===== src/rtl/wdt_pkg.sv =====
package wdt_pkg;

    localparam int unsigned WD_WORD_W = 8;
    localparam int unsigned WD_SEC_W  = 6;

    typedef enum logic [1:0] {
        WD_IDLE   = 2'd0,
        WD_RUN    = 2'd1,
        WD_EXPIRE = 2'd2,
        WD_HOLD   = 2'd3
    } wd_state_e;

endpackage


===== src/rtl/wdt_prescale.sv =====
module wdt_prescale #(
    parameter int unsigned TICK_CYCLES = 33_000_000
) (
    input  logic clk,
    input  logic rst_n,
    input  logic run,
    input  logic restart,
    output logic tick
);
    localparam int unsigned PW = (TICK_CYCLES > 2) ? $clog2(TICK_CYCLES) : 1;
    localparam logic [PW-1:0] LAST = PW'(TICK_CYCLES - 1);

    logic [PW-1:0] phase_q;

    always_ff @(posedge clk or negedge rst_n) begin
        if (!rst_n) begin
            phase_q <= '0;
        end else if (!run || restart) begin
            phase_q <= '0;
        end else if (phase_q == LAST) begin
            phase_q <= '0;
        end else begin
            phase_q <= phase_q + 1'b1;
        end
    end

    assign tick = run && !restart && (phase_q == LAST);


    tick_gap_chk: assert property (@(posedge clk) disable iff (!rst_n)
        tick |=> !tick);

endmodule


===== src/rtl/wdt_pulse.sv =====
module wdt_pulse #(
    parameter int unsigned PULSE_CYCLES = 132_000
) (
    input  logic clk,
    input  logic rst_n,
    input  logic start,
    output logic busy
);
    localparam int unsigned PCW = $clog2(PULSE_CYCLES + 1);

    logic [PCW-1:0] left_q;
    logic           busy_q;

    always_ff @(posedge clk or negedge rst_n) begin
        if (!rst_n) begin
            busy_q <= 1'b0;
            left_q <= '0;
        end else if (start) begin
            busy_q <= 1'b1;
            left_q <= PCW'(PULSE_CYCLES - 1);
        end else if (busy_q) begin
            if (left_q == '0) begin
                busy_q <= 1'b0;
            end else begin
                left_q <= left_q - 1'b1;
            end
        end
    end

    assign busy = busy_q;

    // independent up-counter measuring each low window
    logic [PCW:0] width_q;
    always_ff @(posedge clk or negedge rst_n) begin
        if (!rst_n) begin
            width_q <= '0;
        end else if (busy_q) begin
            width_q <= width_q + 1'b1;
        end else begin
            width_q <= '0;
        end
    end


    pulse_width_chk: assert property (@(posedge clk) disable iff (!rst_n)
        $fell(busy_q) |-> (width_q == (PCW+1)'(PULSE_CYCLES)));


    pulse_start_chk: assert property (@(posedge clk) disable iff (!rst_n)
        $rose(busy_q) |-> $past(start));

endmodule


===== src/rtl/wdt_ctrl.sv =====
module wdt_ctrl
    import wdt_pkg::*;
(
    input  logic                clk,
    input  logic                rst_n,
    input  logic                wr,
    input  logic                wr_enable,
    input  logic [WD_SEC_W-1:0] wr_secs,
    input  logic                tick,
    input  logic                pulse_busy,
    output logic                run,
    output logic                revert,
    output logic                en_q,
    output logic                flag_q,
    output logic [WD_SEC_W-1:0] cnt_q
);
    wd_state_e state_q, state_d;

    logic arm_wr, stop_wr, last_tick;

    assign arm_wr    = wr && wr_enable;
    assign stop_wr   = wr && !wr_enable;
    assign last_tick = (state_q == WD_RUN) && tick && (cnt_q <= WD_SEC_W'(1));

    // state register
    always_ff @(posedge clk or negedge rst_n) begin
        if (!rst_n) begin
            state_q <= WD_IDLE;
        end else begin
            state_q <= state_d;
        end
    end

    // next-state logic
    always_comb begin
        state_d = state_q;
        unique case (state_q)
            WD_IDLE: begin
                if (arm_wr) state_d = WD_RUN;                 // arm
            end
            WD_RUN: begin
                if (stop_wr)        state_d = WD_IDLE;        // disarm
                else if (last_tick) state_d = WD_EXPIRE;      // expiry
            end
            WD_EXPIRE: begin
                state_d = WD_HOLD;                            // launch
            end
            WD_HOLD: begin
                if (!pulse_busy) begin                        // release
                    state_d = (wr ? wr_enable : en_q) ? WD_RUN : WD_IDLE;
                end
            end
            default: state_d = WD_IDLE;
        endcase
    end

    // outputs of the state machine
    always_comb begin
        run    = (state_q == WD_RUN);
        revert = (state_q == WD_EXPIRE);
    end

    // control word fields
    always_ff @(posedge clk or negedge rst_n) begin
        if (!rst_n) begin
            en_q   <= 1'b0;
            flag_q <= 1'b0;
            cnt_q  <= '0;
        end else begin
            if (wr)             en_q <= wr_enable;
            else if (last_tick) en_q <= 1'b0;

            if (arm_wr)         flag_q <= 1'b0;
            else if (last_tick) flag_q <= 1'b1;

            if (arm_wr) begin
                cnt_q <= wr_secs;
            end else if ((state_q == WD_RUN) && tick) begin
                cnt_q <= (cnt_q <= WD_SEC_W'(1)) ? '0 : cnt_q - 1'b1;
            end
        end
    end


    revert_single_chk: assert property (@(posedge clk) disable iff (!rst_n)
        revert |=> !revert);


    expire_word_chk: assert property (@(posedge clk) disable iff (!rst_n)
        revert |-> (flag_q && !en_q && (cnt_q == '0)));


    count_frozen_chk: assert property (@(posedge clk) disable iff (!rst_n)
        (!en_q && !wr) |=> $stable(cnt_q));


    flag_hold_chk: assert property (@(posedge clk) disable iff (!rst_n)
        (flag_q && !arm_wr) |=> flag_q);


    tick_enabled_chk: assert property (@(posedge clk) disable iff (!rst_n)
        tick |-> en_q);

endmodule


===== src/rtl/wdt_reset_gen.sv =====
module wdt_reset_gen
    import wdt_pkg::*;
#(
    parameter int unsigned TICK_CYCLES  = 33_000_000,
    parameter int unsigned PULSE_CYCLES = 132_000
) (
    input  logic                 clk,
    input  logic                 rst_n,
    input  logic                 host_wr,
    input  logic [WD_WORD_W-1:0] host_wdata,
    output logic [WD_WORD_W-1:0] host_rdata,
    output logic                 rst_pull_low,
    output logic                 freq_revert
);
    logic                run, tick, revert, busy, en_q, flag_q;
    logic [WD_SEC_W-1:0] cnt_q;
    logic                unused_wbit;

    assign unused_wbit = host_wdata[6];

    wdt_prescale #(.TICK_CYCLES(TICK_CYCLES)) u_pre (
        .clk     (clk),
        .rst_n   (rst_n),
        .run     (run),
        .restart (host_wr),
        .tick    (tick)
    );

    wdt_ctrl u_ctrl (
        .clk        (clk),
        .rst_n      (rst_n),
        .wr         (host_wr),
        .wr_enable  (host_wdata[7]),
        .wr_secs    (host_wdata[WD_SEC_W-1:0]),
        .tick       (tick),
        .pulse_busy (busy),
        .run        (run),
        .revert     (revert),
        .en_q       (en_q),
        .flag_q     (flag_q),
        .cnt_q      (cnt_q)
    );

    wdt_pulse #(.PULSE_CYCLES(PULSE_CYCLES)) u_pulse (
        .clk   (clk),
        .rst_n (rst_n),
        .start (revert),
        .busy  (busy)
    );

    assign host_rdata   = {en_q, flag_q, cnt_q};
    assign rst_pull_low = busy;
    assign freq_revert  = revert;


    revert_precedes_chk: assert property (@(posedge clk) disable iff (!rst_n)
        freq_revert |-> !rst_pull_low);

endmodule


===== config.mk =====
export PLATFORM = sky130hd
export DESIGN_NAME = wdt_reset_gen
export DESIGN_NICKNAME = d
export VERILOG_FILES = /design/src/rtl/wdt_pkg.sv /design/src/rtl/wdt_prescale.sv /design/src/rtl/wdt_pulse.sv /design/src/rtl/wdt_ctrl.sv /design/src/rtl/wdt_reset_gen.sv
export SDC_FILE = /design/constraint.sdc
export NUM_CORES = 1
export LEC_CHECK = 0
export ABC_AREA = 1
export CELL_PAD_IN_SITES_DETAIL_PLACEMENT = 1
export CELL_PAD_IN_SITES_GLOBAL_PLACEMENT = 1
export CORE_MARGIN = 2
export CORE_UTILIZATION = 47
export DETAILED_ROUTE_END_ITERATION = 10
export PLACE_DENSITY = 0.94
export RECOVER_POWER = 50
export SLEW_MARGIN = 20
export SYNTH_ARGS = -nofsm -noshare
export SYNTH_HDL_FRONTEND = slang
export SYNTH_SLANG_ARGS = --single-unit

===== constraint.sdc =====
create_clock -name clk -period 3.15 [get_ports clk]
set_clock_uncertainty 0.1 [all_clocks]
set_input_delay 0.315 -clock clk [delete_from_list [all_inputs] [get_ports clk]]
set_output_delay 0.315 -clock clk [all_outputs]
set_load 0.005 [all_outputs]

==> flow_metrics.env, run 1 <==
export IMPL_cap_viol_max_count=1
export IMPL_numCtsBuffers=5
export IMPL_viasPerCell=5.37
export IMPL_setup_viol=0
export IMPL_yosysWarningCount=0
export IMPL_synth_area_leader_cell="dfrtp_1"
export IMPL_required_ns=3.52
export IMPL_drc=0
export IMPL_synth_flop_cell="dfrtp_1"
export IMPL_fin_util_pct=52.9
export IMPL_cts_tree="yes"
export IMPL_rows=31
export IMPL_p_sw_uw=662
export IMPL_grtUsageMet3_pct=3.38
export IMPL_slew_headroom_pct=-8.93
export IMPL_antenna_cells=0
export IMPL_power_total_uw=1800
export IMPL_die_x_um=89.7
export IMPL_worst_setup_path_type="input pin to async pin"
export IMPL_tns_ns=0
export IMPL_synth_edf_count=0
export IMPL_drt_iter0_drc=88
export IMPL_tightest_slew_ns=1.63
export IMPL_p_seq_share_pct=47.0
export IMPL_path_max_fanout=28
export IMPL_comb_power_share_pct=29.7
export IMPL_max_freq_mhz=455
export IMPL_cp_start_kind="input pin"
export IMPL_violations="max-capacitance violations, max-slew violations"
export IMPL_post_cts_resized=0
export IMPL_num_nets_final=506
export IMPL_dieArea_mm2=0.00804
export IMPL_fin_crit_sh_pct=69.8
export IMPL_synth_seq_area_share_pct=39.2
export IMPL_core_area_mm2=0.00718
export IMPL_endpoint_kind="async pin"
export IMPL_cts_max_path_buffers=2
export IMPL_hold_class="flip-flop to flip-flop"
export IMPL_power_density_mw_per_mm2=473
export IMPL_busiest_layer="met2"
export IMPL_hold_violations=0
export IMPL_grt_pass1_wl_um=15500
export IMPL_antenna_found_initial=0
export IMPL_post_cts_buffers=0
export IMPL_cts_sinks=54
export IMPL_ir_worst_vdd_mv=0.264
export IMPL_ant_nets=0
export IMPL_layout_common_cells="nand2_1, nor2_1, dfrtp_1, inv_1, nand3_1"
export IMPL_seqCellArea_mm2=0.00135
export IMPL_syn_to_final_growth_pct=10.1
export IMPL_syn_area_mm2=0.00345
export IMPL_htree_levels=2
export IMPL_async_reset_ff_share_pct=100
export IMPL_clkTransAtPathRegs_ns=0.10
export IMPL_grtUsageMet2_pct=46.7
export IMPL_grt_overflow_total=0
export IMPL_grt_use_met1_pct=27.6
export IMPL_avgRoutedWirePerCell_um=16.0
export IMPL_p_sw_share_pct=36.8
export IMPL_globalRouteTotalUtil_pct=24.9
export IMPL_synth_seq_cells=54
export IMPL_synth_cells=469
export IMPL_die_y_um=89.7
export IMPL_syn_avg_cell_area_um2=7.36
export IMPL_leakage_uw=0.00162
export IMPL_drive_gt1_share_pct=11.2
export IMPL_clock_latency_ns=0.31
export IMPL_initial_utilization_pct=48.1
export IMPL_vias=3171
export IMPL_syn_num_nets=485
export IMPL_slew_viol_final=29
export IMPL_grt_pass1_vias=3393
export IMPL_drt_wl_total_um=9420
export IMPL_grt_max_degree=29
export IMPL_place_gp_congestion=0.873
export IMPL_rsz0062_at_grt="no"
export IMPL_synth_top_area_share_pct=39.2
export IMPL_clock_tree_root_cell="clkbuf_8"
export IMPL_fill_cells=940
export IMPL_drtPass1Iterations=4
export IMPL_pin_count=21
export IMPL_ys_types=32
export IMPL_multi_input_area_mm2=0.00185
export IMPL_synth_area_leaders="dfrtp_1, nand2_1, nor2_1"
export IMPL_run_status="complete, but fails checks"
export IMPL_critical_path_arrival_ns=2.57
export IMPL_internal_power_uw=1140
export IMPL_fin_crit_ns=2.20
export IMPL_final_common_cell="nand2_1"
export IMPL_dpl_hpwl_um=7070
export IMPL_io_buffers=19
export IMPL_p_clk_share_pct=23.3
-- layout make-up --
| type | count | share of cell area, % |
|---|---|---|
| clock buffer | 7 | 2.27 |
| clock inverter | 1 | 0.132 |
| inverter | 49 | 4.84 |
| multi-input combinational | 359 | 48.6 |
| sequential | 54 | 35.6 |
| tap | 99 | 3.26 |
| timing repair buffer | 21 | 5.30 |
-- kinds of logic (layout without fill, tap and decap cells) --
logic type | after synthesis | after routing | share of synthesized area [%]
AND/OR/NAND/NOR | 294 | 294 | 39.6
buffers and inverters | 56 | 78 | 7.11
XOR/XNOR | 18 | 18 | 4.57
flip-flops | 54 | 54 | 39.2
adder cells (fa/ha/maj) | 5 | 5 | 1.81
AO/OA/AOI/OAI | 42 | 42 | 7.72
-- metrics by stage --
step / hold slack, ns / worst slack, ns / cell area, µm² / cells
after CTS: 0.442 / 0.990 / 3810 / 590
after global placement: 0.276 / 1.13 / 3710 / 581
after global routing: 0.445 / 0.579 / 3800 / 590
after floorplan: -0.0806 / 1.50 / 3450 / 469
after detailed placement: 0.294 / 1.01 / 3710 / 581
final: 0.428 / 0.952 / 3800 / 590
-- metal layers --
layer,share of wire [%],vias up
met4,3.2,0
met2,53,66
met5,0,-
met3,2.6,27
li1,-,1534
met1,42,1544
-- synthesized netlist by cell type (all sizes together) (2+ instances only) --
master	count
nand2	128
nor2	102
dfrtp	54
inv	49
nand3	31
o21ai	26
nand4	16
nor3	12
a21oi	10
xor2	10
xnor2	8
buf	7
ha	5
o21a	4
nand3b	2
o211ai	2
-- registers in the layout, indices dropped and copies added (netlist names), named ones only --
signal          cells
u_pre.phase_q      25
u_ctrl.cnt_q        6
u_pulse.busy        1
u_pulse.left_q     18
u_ctrl.flag_q       1
u_ctrl.state_q      1
u_ctrl.en_q         1
-- critical path: stages --
cell and delay (ns):
dlygate4sd3_1 0.52, clkbuf_1 1.18, buf_4 0.53
-- path summary, 6_finish.rpt --
| kind | from | to | slack, ns | cells after the start |
|---|---|---|---|---|
| setup / recovery | rst_n | u_pre.phase_q[19] | 0.95 | 3 |
| hold / removal | u_ctrl.flag_q | u_ctrl.flag_q | 0.43 | 1 |
| setup reg to reg | u_pre.phase_q[0] | u_pre.phase_q[10] | 0.96 | 10 |
| hold reg to reg | u_ctrl.flag_q | u_ctrl.flag_q | 0.43 | 1 |
| max in group clk | u_pre.phase_q[0] | u_pre.phase_q[10] | 0.96 | 10 |
| min in group asynchronous | rst_n | u_pre.phase_q[17] | 0.85 | 2 |
-- power groups by stage --
stage / clock network (µW) / logic, µW / registers (µW)
floorplan: 0 / 364 / 839
global placement: 0 / 505 / 851
detailed placement: 0 / 538 / 859
CTS: 434 / 545 / 845
global route: 452 / 601 / 857
finish: 418 / 534 / 845
-- timing repair --
action | in CTS | in global routing
endpoints found under the hold margin | 27 | 0
setup endpoints to repair | 0 | 0
hold buffers | 1 | 0
Note: power is estimated with default switching activity, not from simulation.
==> run 2, diff against run 1 <==
--- a/config.mk
+++ b/config.mk
@@ -9,9 +9,9 @@
 export CELL_PAD_IN_SITES_DETAIL_PLACEMENT = 1
 export CELL_PAD_IN_SITES_GLOBAL_PLACEMENT = 1
 export CORE_MARGIN = 2
-export CORE_UTILIZATION = 47
+export CORE_UTILIZATION = 44
 export DETAILED_ROUTE_END_ITERATION = 10
-export PLACE_DENSITY = 0.94
+export PLACE_DENSITY = 0.89
 export RECOVER_POWER = 50
 export SLEW_MARGIN = 20
 export SYNTH_ARGS = -nofsm -noshare
==> constraint.sdc (replaced) <==
create_clock -name clk -period 2.15 [get_ports clk]
set_clock_uncertainty 0.1 [all_clocks]
set_input_delay 0.215 -clock clk [delete_from_list [all_inputs] [get_ports clk]]
set_output_delay 0.215 -clock clk [all_outputs]
set_load 0.005 [all_outputs]
==> flow_metrics.env, run 2 (same netlist as run 1, synthesis figures left out) <==
export IMPL_core_area_mm2=0.00765
export IMPL_run_status="complete, no violations"
export IMPL_endpoint_kind="output pin"
export IMPL_layout_common_cells="nand2_1, nor2_1, dfrtp_1, inv_1, nand3_1"
export IMPL_crit_buf_inv=1
export IMPL_cp_slowest_cell="clkdlybuf4s50_1"
export IMPL_crit_family="buffers and inverters"
export IMPL_cts_max_path_buffers=2
export IMPL_leakage_uw=0.00164
export IMPL_ir_worst_vdd_mv=0.428
export IMPL_initial_utilization_pct=45.1
export IMPL_power_density_mw_per_mm2=710
export IMPL_worst_setup_path_type="flip-flop to output pin"
export IMPL_drt_iter0_drc=99
export IMPL_antenna_cells=0
export IMPL_path_cells="nor2_4 > clkdlybuf4s50_1"
export IMPL_cts_tree="yes"
export IMPL_tns_ns=0
export IMPL_num_nets_final=509
export IMPL_drt_wl_total_um=8990
export IMPL_pin_count=21
export IMPL_required_ns=1.84
export IMPL_path_max_fanout=10
export IMPL_die_x_um=92.6
export IMPL_tightest_slew_ns=1.17
export IMPL_final_common_cell="nand2_1"
export IMPL_clock_tree_root_cell="clkbuf_8"
export IMPL_setup_viol=0
export IMPL_p_seq_share_pct=45.1
export IMPL_seqCellArea_mm2=0.00135
export IMPL_place_gp_congestion=0.870
export IMPL_hold_class="input pin to flip-flop"
export IMPL_grt_pass1_wl_um=15700
export IMPL_pre_cts_ws_ns=0.208
export IMPL_critical_path_max_stage_delay_ns=0.57
export IMPL_rsz0062_at_grt="no"
export IMPL_cap_viol_max_count=0
export IMPL_syn_to_final_growth_pct=12.0
export IMPL_drtPass1Iterations=4
export IMPL_rows=32
export IMPL_critical_path_arrival_ns=1.67
export IMPL_comb_power_share_pct=29.1
export IMPL_slew_headroom_pct=22.1
export IMPL_numCtsBuffers=5
export IMPL_top_register="u_pre.phase_q"
export IMPL_ant_nets=0
export IMPL_setup_ws_ns=0.167
export IMPL_fin_crit_ns=1.98
export IMPL_globalRouteTotalUtil_pct=22.9
export IMPL_p_sw_share_pct=35.4
export IMPL_p_clk_share_pct=25.8
export IMPL_p_sw_uw=972
export IMPL_dpl_hpwl_um=6890
export IMPL_drc=0
export IMPL_grt_overflow_total=0
export IMPL_cp_start_kind="flip-flop"
export IMPL_slew_viol_final=0
export IMPL_grt_max_degree=36
export IMPL_max_freq_mhz=504
export IMPL_avgRoutedWirePerCell_um=15.1
export IMPL_dieArea_mm2=0.00857
export IMPL_power_total_uw=2740
export IMPL_htree_levels=2
export IMPL_cts_sinks=54
export IMPL_viasPerCell=5.27
export IMPL_internal_power_uw=1770
export IMPL_vias=3139
export IMPL_drive_gt1_share_pct=11.9
export IMPL_fill_cells=976
export IMPL_hold_violations=0
export IMPL_grt_pass1_vias=3361
export IMPL_antenna_found_initial=0
export IMPL_die_y_um=92.6
export IMPL_io_buffers=19
export IMPL_reg_top3="u_pre.phase_q x25, u_pulse.left_q x18, u_ctrl.cnt_q x6"
export IMPL_multi_input_area_mm2=0.00185
export IMPL_largest_register_ffs=25
export IMPL_fin_crit_sh_pct=92.2
export IMPL_clock_latency_ns=0.32
export IMPL_clkTransAtPathRegs_ns=0.11
-- run 2: power groups by stage --
stage	combinational, µW	sequential [µW]	clock [µW]
floorplan	533	1230	0
finish	799	1240	708
detailed placement	806	1250	0
CTS	817	1240	727
global route	912	1260	760
global placement	767	1250	0
-- run 2: cell type report --
cell class | instances | area share (%)
Clock buffer | 6 | 1.88
Clock inverter | 2 | 0.972
Inverter | 49 | 4.76
Multi-Input combinational cell | 359 | 48.0
Sequential cell | 54 | 35.0
Tap cell | 102 | 3.30
Timing Repair Buffer | 24 | 6.12
-- run 2: final timing paths --
path	from	end	slack, ns	cells after the start
setup / recovery	u_ctrl.state_q[0]	freq_revert	0.17	2
hold / removal	host_wdata[5]	u_ctrl.cnt_q[5]	0.35	3
setup reg to reg	u_pre.phase_q[0]	u_ctrl.state_q[0]	0.22	10
hold reg to reg	u_ctrl.flag_q	u_ctrl.flag_q	0.41	1
max in group asynchronous	rst_n	u_ctrl.en_q	0.63	3
min in group asynchronous	rst_n	u_pre.phase_q[17]	0.54	2
-- run 2: stage by stage --
| step | util (%) | instances | instance area (µm²) | hold WS [ns] |
|---|---|---|---|---|
| floorplan | - | 469 | 3450 | -0.181 |
| global placement | 49.0 | 587 | 3740 | 0.106 |
| detailed placement | 49.0 | 587 | 3740 | 0.108 |
| CTS | 50.5 | 596 | 3860 | 0.293 |
| global route | 50.5 | 596 | 3860 | 0.364 |
| finish | 50.5 | 596 | 3860 | 0.354 |
-- run 2: layer usage --
metal | global-route usage (%) | wire (µm) | vias to the layer above
met4 | 6.34 | 133 | 0
met5 | 0 | 0 | -
met3 | 3.42 | 193 | 11
met1 | 27.7 | 3970 | 1555
met2 | 42.2 | 4690 | 33
li1 | - | - | 1540
-- run 2: timing repair --
action                    in CTS  in global routing
hold buffers                   1                  0
setup buffers                  0                  0
hold endpoints to repair      19                  0
resized for setup              0                  0
-- run 2: worst reg2reg max path: cells and delay by family (launching register included) --
kind,cells,cell delay [ns]
adders and majority gates,1,0.22
DFF,1,0.47
and+or+nand+nor,9,1.03
